File: config.mk
export PLATFORM = sky130hd
export DESIGN_NAME = bcd_scan_mux
export DESIGN_NICKNAME = d
export VERILOG_FILES = /design/src/rtl/bcd_scan_mux.sv
export SDC_FILE = /design/constraint.sdc
export NUM_CORES = 1
export LEC_CHECK = 0
export ABC_AREA = 1
export BUFFER_PORTS_ARGS = -buffer_cell sky130_fd_sc_hd__clkbuf_2
export CORE_MARGIN = 8
export CORE_UTILIZATION = 40
export CTS_BUF_LIST = sky130_fd_sc_hd__clkbuf_8
export CTS_CLUSTER_SIZE = 25
export DETAILED_ROUTE_END_ITERATION = 8
export PLACE_DENSITY = 0.76
export SLEW_MARGIN = 20
export SYNTH_ARGS = -nofsm -noshare
export SYNTH_HDL_FRONTEND = slang
export SYNTH_SLANG_ARGS = --single-unit
File: constraint.sdc
create_clock -name clk -period 1.2 [get_ports clk]
set_input_delay 0.18 -clock clk [delete_from_list [all_inputs] [get_ports clk]]
set_output_delay 0.18 -clock clk [all_outputs]
set_load 0.02 [all_outputs]
File: src/rtl/bcd_scan_mux.sv
module bcd_scan_mux #(
  parameter int SLOT_CLKS = 20,
  parameter int GAP_CLKS  = 2
) (
  input  logic       clk,
  input  logic       rst_n,
  input  logic       eoc,
  input  logic [3:0] hund,
  input  logic [3:0] tens,
  input  logic [3:0] units,
  input  logic       half_one,
  input  logic       negative,
  input  logic       over_rng,
  input  logic       under_rng,
  output logic [3:0] bcd,
  output logic [3:0] dsel
);
  localparam int CW = $clog2(SLOT_CLKS);

  logic [CW-1:0] cnt;
  logic [1:0]    slot;
  logic [3:0]    f_hund, f_tens, f_units;
  logic          f_half, f_neg, f_over, f_under;

  always_ff @(posedge clk or negedge rst_n) begin
    if (!rst_n) begin
      cnt     <= '0;
      slot    <= '0;
      f_hund  <= '0;
      f_tens  <= '0;
      f_units <= '0;
      f_half  <= 1'b0;
      f_neg   <= 1'b0;
      f_over  <= 1'b0;
      f_under <= 1'b0;
    end else if (eoc) begin
      cnt     <= '0;
      slot    <= '0;
      f_hund  <= hund;
      f_tens  <= tens;
      f_units <= units;
      f_half  <= half_one;
      f_neg   <= negative;
      f_over  <= over_rng;
      f_under <= under_rng;
    end else if (cnt == CW'(SLOT_CLKS - 1)) begin
      cnt  <= '0;
      slot <= slot + 2'd1;
    end else begin
      cnt <= cnt + 1'b1;
    end
  end

  wire       oor  = f_over | f_under;
  wire       q3   = f_over ? 1'b0 : (f_under ? 1'b1 : ~f_half);
  wire [3:0] stat = {q3, ~f_neg, ~f_half | oor, oor};

  always_comb begin
    case (slot)
      2'd0:    bcd = stat;
      2'd1:    bcd = f_hund;
      2'd2:    bcd = f_tens;
      default: bcd = f_units;
    endcase
  end

  assign dsel = (cnt >= CW'(GAP_CLKS)) ? (4'b1000 >> slot) : 4'b0000;
endmodule

Word-level counts from Yosys, hierarchy flattened
Index checks and enable logic that the tools add are counted.
Storage, ports and cells
  flip-flop bits (word level): 23
  latch bits: 0
  memory bits (writable): 0
  memory bits (read-only): 0
  bits of input ports: 19
  output and inout bits: 8
  memories: 0
Cells by class
  add/subtract/negate cells: 2
  $mul: 0
  div/mod/pow operators: 0
  $lt $le $gt $ge: 1
  equal/unequal tests: 3
  shift-type cells: 1
  muxes and demuxes: 8
  bitwise operators: 4
  reduce and logical (&&, ||, !) cells: 2
Operators with widths (count)
  $pmux 4 s3: 1
  $mux 5: 2
  $add 5x1->5 const B: 1
  $eq 5x5->1 const B: 1
  $ge 5x2->1 const B: 1
  $mux 2: 2
  $mux 4: 1
  $shr 4x2->4 const A: 1
  $add 2x1->2 const B: 1
  $eq 2x1->1 const B: 1
  $eq 2x2->1 const B: 1
  $logic_not 2->1: 1
  $mux 1: 2
  $not 1->1: 2
  $or 1x1->1: 2
  $reduce_bool 2->1: 1

Depth between registers and ports, before layout
  word-level depth: 4
  gate-level depth with buffers: 6
  mapped depth without buffers: 6

Worst setup path after synthesis
No wires, ideal clock.
  kind: flip-flop to output port
  start: register slot[0]
  end: output bcd[2]
  data arrival time: 1.281 ns
  required time: 1.020 ns
  setup slack: -0.261 ns
  stages on the path, launching flop included: 6
  buffers on the path: 0
  path through: dfrtp_1 inv_1 ha_1 inv_1 o21a_1 a21oi_1
On the way
  word-level cells in the longest chain between the ends: 2
  elaborated cells between the ends (all ways): 4
  those cells by class: 2 x eq/ne; 1 x mux; 1 x reduce/logical
RTL lines
  from (decl): RTL line 21  | logic [1:0] slot;
  from (signal assigned): RTL line 48  | slot <= slot + 2'd1;
  $eq 2x2->1 (tied with other cells): RTL line 59  | case (slot)
  $pmux 4 s3 *: RTL line 59
  to (decl): RTL line 15  | output logic [3:0] bcd,
Every way passes the cells marked *; elsewhere a longest branch is shown, timed or not.

Worst setup path in the final report
  start: register slot[1]
  end: output bcd[2]
The elaborated chain is that of the path after synthesis.

==> results_dict.tcl <==
set metrics [dict create \
    path_cells "inv_2 > ha_4 > inv_2 > o21a_1 > a21oi_4 > buf_8" \
    ys_warn_count 0 \
    hold_viol_final 0 \
    synthTopCellsByArea "dfrtp_1 (49%), nand2_1 (20%), ha_1 (7.4%)" \
    vias 1099 \
    cts_tree "yes" \
    routabilityCongestion 0.8197 \
    syn_avg_cell_area_um2 7.805 \
    holdPathEnd "f_hund[0]$_DFFE_PN0P_" \
    ys_types 19 \
    netlist_instances 151 \
    drtPass1Iterations 4 \
    tns_ns -3.417 \
    critPathMaxStageDelay_ns 0.44 \
    timing.rr.end "slot[0]$_DFFE_PN0P_" \
    drive_gt1_share_pct 48.22 \
    max_cap_violations 0 \
    ys_seq_elements 23 \
    port_buffers 26 \
    clock-sinks 23 \
    synth_seq_area_share_pct 48.83 \
    crit_path_end_kind "output port" \
    grt_usage_pct 11.90 \
    finalSetupViolCount 13 \
    critPathArrivalTime_ns 1.50 \
    drtIter0Drc 40 \
    place_area_um2 1463 \
    hold_class "in2reg" \
    setup_ws_ns -0.4799 \
    drt-total-wl_um 2921 \
    clk_pin_slew_ns 0.08 \
    die_h_um 70.28 \
    antenna_left 0 \
    status "finished, violations left" \
    fin_hold_ws_ns 0.1054 \
    rr_worst_depth 8 \
    fin_crit_sh_pct 140.0 \
    clock_latency_ns 0.27 \
    r2r_setup_slack_ns -0.08 \
    cp-start-kind "flip-flop" \
    fin_skew_ns 0.002186 \
    grt_pass1_vias 1116 \
    critical_path.max_fanout 3 \
    die-area_um2 4939 \
    worstHoldStart "hund[0]" \
    leakagePower_nw 0.9380 \
    htree_levels 1 \
    cts_buffer_depth 2 \
    hold_depth 3 \
    overflow 0 \
    fin_crit_ns 1.680 \
    critical_path_class "reg2out" \
    area_delta_synth_final_pct 52.12 \
    num_io_pins 27 \
    insertedDiodeCount 0 \
    grt_max_degree 24 \
    syn-num-nets 177 \
    wl_per_cell_um 12.81 \
    grt_pass1_wl_um 4947 \
    cpMaxStageDelayCell "dfrtp_1" \
    p_per_area_nw_per_um2 955.4 \
    core_area_um2 2781 \
    start_util_pct 42.38 \
    die_w_um 70.28 \
    timing.rr.start "cnt[1]$_DFF_PN0_" \
    required_ns 1.02 \
    synth_top_cell_by_area "dfrtp_1" \
    tightestPinTransition_ns 0.5851 \
    cts_root_buf "clkbuf_8" \
    rsz0062_at_grt "true" \
    remaining_drc_errors 0 \
    slew_headroom_pct 60.99 \
    violations "negative setup slack" \
    cts_buffers 3 \
    crit_top_cell "inv_2" \
    dp_hpwl_um 1953 \
    fp-row-count 19 \
    vdd_ir_drop_max_v 0.0009527 \
    viasPerCell 4.820 \
    detailedPlace.worstSlack_ns -0.2283 \
    yosysTopAreaCellShare_pct 48.83 \
    fin_nets 224 \
    fin_area_um2 1793 \
    synth_area_um2 1179 \
    drv_slew 0 \
    antenna_found_initial 0 \
    maxClockFrequency_ghz 0.5953 \
]
sequential cells by signal, summed over array words and instances (netlist names):
name     flops
f_neg        1
f_units      4
f_half       1
cnt          5
f_under      1
slot         2
f_over       1
f_hund       4
f_tens       4
Yosys cell counts:
library cell,instances
buf_2,2
buf_4,1
o21bai_1,1
nor2_1,20
nand2_2,2
o21a_1,1
a21oi_1,3
inv_1,13
ha_1,7
nand4_1,3
nand3_2,1
inv_2,1
nor2_2,1
dfrtp_1,23
xnor2_1,1
o21ai_2,2
o21ai_0,2
nand3_1,4
nand2_1,63
cells in the final DEF (no fill, tap or decap):
cell type | netlist | final
dlygate4sd3_1 | 0 | 1
buf_8 | 0 | 3
inv_4 | 0 | 1
clkinv_2 | 0 | 1
buf_6 | 0 | 8
nand2_2 | 2 | 7
a21oi_2 | 0 | 2
a21oi_4 | 0 | 1
o21ai_2 | 2 | 2
nand3_2 | 1 | 2
nand2_4 | 0 | 2
xnor2_4 | 0 | 1
nor2_2 | 1 | 9
o21a_1 | 1 | 1
ha_2 | 0 | 2
o21ai_0 | 2 | 2
o21bai_1 | 1 | 1
dfrtp_1 | 23 | 22
nand3_4 | 0 | 1
nor2_4 | 0 | 2
clkbuf_2 | 0 | 19
nand4_1 | 3 | 3
buf_4 | 1 | 12
nor2_1 | 20 | 10
nand2_1 | 63 | 56
dfrtp_2 | 0 | 1
ha_4 | 0 | 5
inv_2 | 1 | 9
clkbuf_8 | 0 | 5
inv_1 | 13 | 4
nand3_1 | 4 | 2
through the flow:
step	utilization (%)	std cells	total power, W
after floorplan	-	151	0.001026
after global placement	52.59	218	0.001137
after detailed placement	52.59	218	0.001141
after CTS	60.28	226	0.001676
after global routing	64.46	228	0.001812
final	64.46	228	0.001713
cells by family after synthesis:
kind of cell | Yosys count | synth area share [%]
XOR/XNOR | 1 | 0.7432
flip-flops | 23 | 48.83
AND/OR/NAND/NOR | 94 | 32.17
adder cells (fa/ha/maj) | 7 | 7.431
buffers and inverters | 17 | 5.945
AO/OA/AOI/OAI | 9 | 4.884
how the worst max path moves through the flow:
stage | start | endpoint | slack [ns] | depth (start not counted)
after floorplan | slot[0]$_DFFE_PN0P_ | bcd[1] | -0.09 | 6
after global placement | slot[1]$_DFFE_PN0P_ | bcd[2] | -0.25 | 6
after detailed placement | slot[1]$_DFFE_PN0P_ | bcd[2] | -0.23 | 6
after CTS | slot[1]$_DFFE_PN0P_ | bcd[2] | -0.48 | 6
after global routing | slot[0]$_DFFE_PN0P_ | bcd[0] | -0.55 | 7
final | slot[1]$_DFFE_PN0P_ | bcd[2] | -0.48 | 6
worst max-delay path: cells and delay by family (launching register included):
family | cells | cell delay (ns)
flops | 1 | 0.44
compound gates | 2 | 0.34
buf+inv | 3 | 0.29
fa+ha+maj | 1 | 0.15
metal layers:
metal	part of all wire, %	up-vias	GRT usage [%]
li1	-	556	-
met1	45	508	13.61
met2	48	27	20.02
met3	4.0	8	2.401
met4	2.7	0	6.696
met5	0	-	0
repair_timing:
item                                    CTS  global route
cloned                                    0             0
setup buffers                             4             2
hold buffers                              1             0
gates resized for setup                  36            32
endpoints found under the setup margin   11            13
hold endpoints to repair                 23             0
pin swaps                                10            10
cell type report:
class	count	area, µm²
fillers	225	988.4
repair buffers	45	357.8
flip-flops and latches	23	576.8
multi-input cells	111	718.2
clock inverters	1	5.005
clock buffers	3	41.29
well taps	31	38.79
inverters	14	55.05
report_power, final:
part	switching (W)	internal, W
Clock	0.000249	0.000232
Combinational	0.000192	0.000170
Sequential	0.0000388	0.000830
Total	0.000480	0.00123
(Power assumes the default switching activity.)
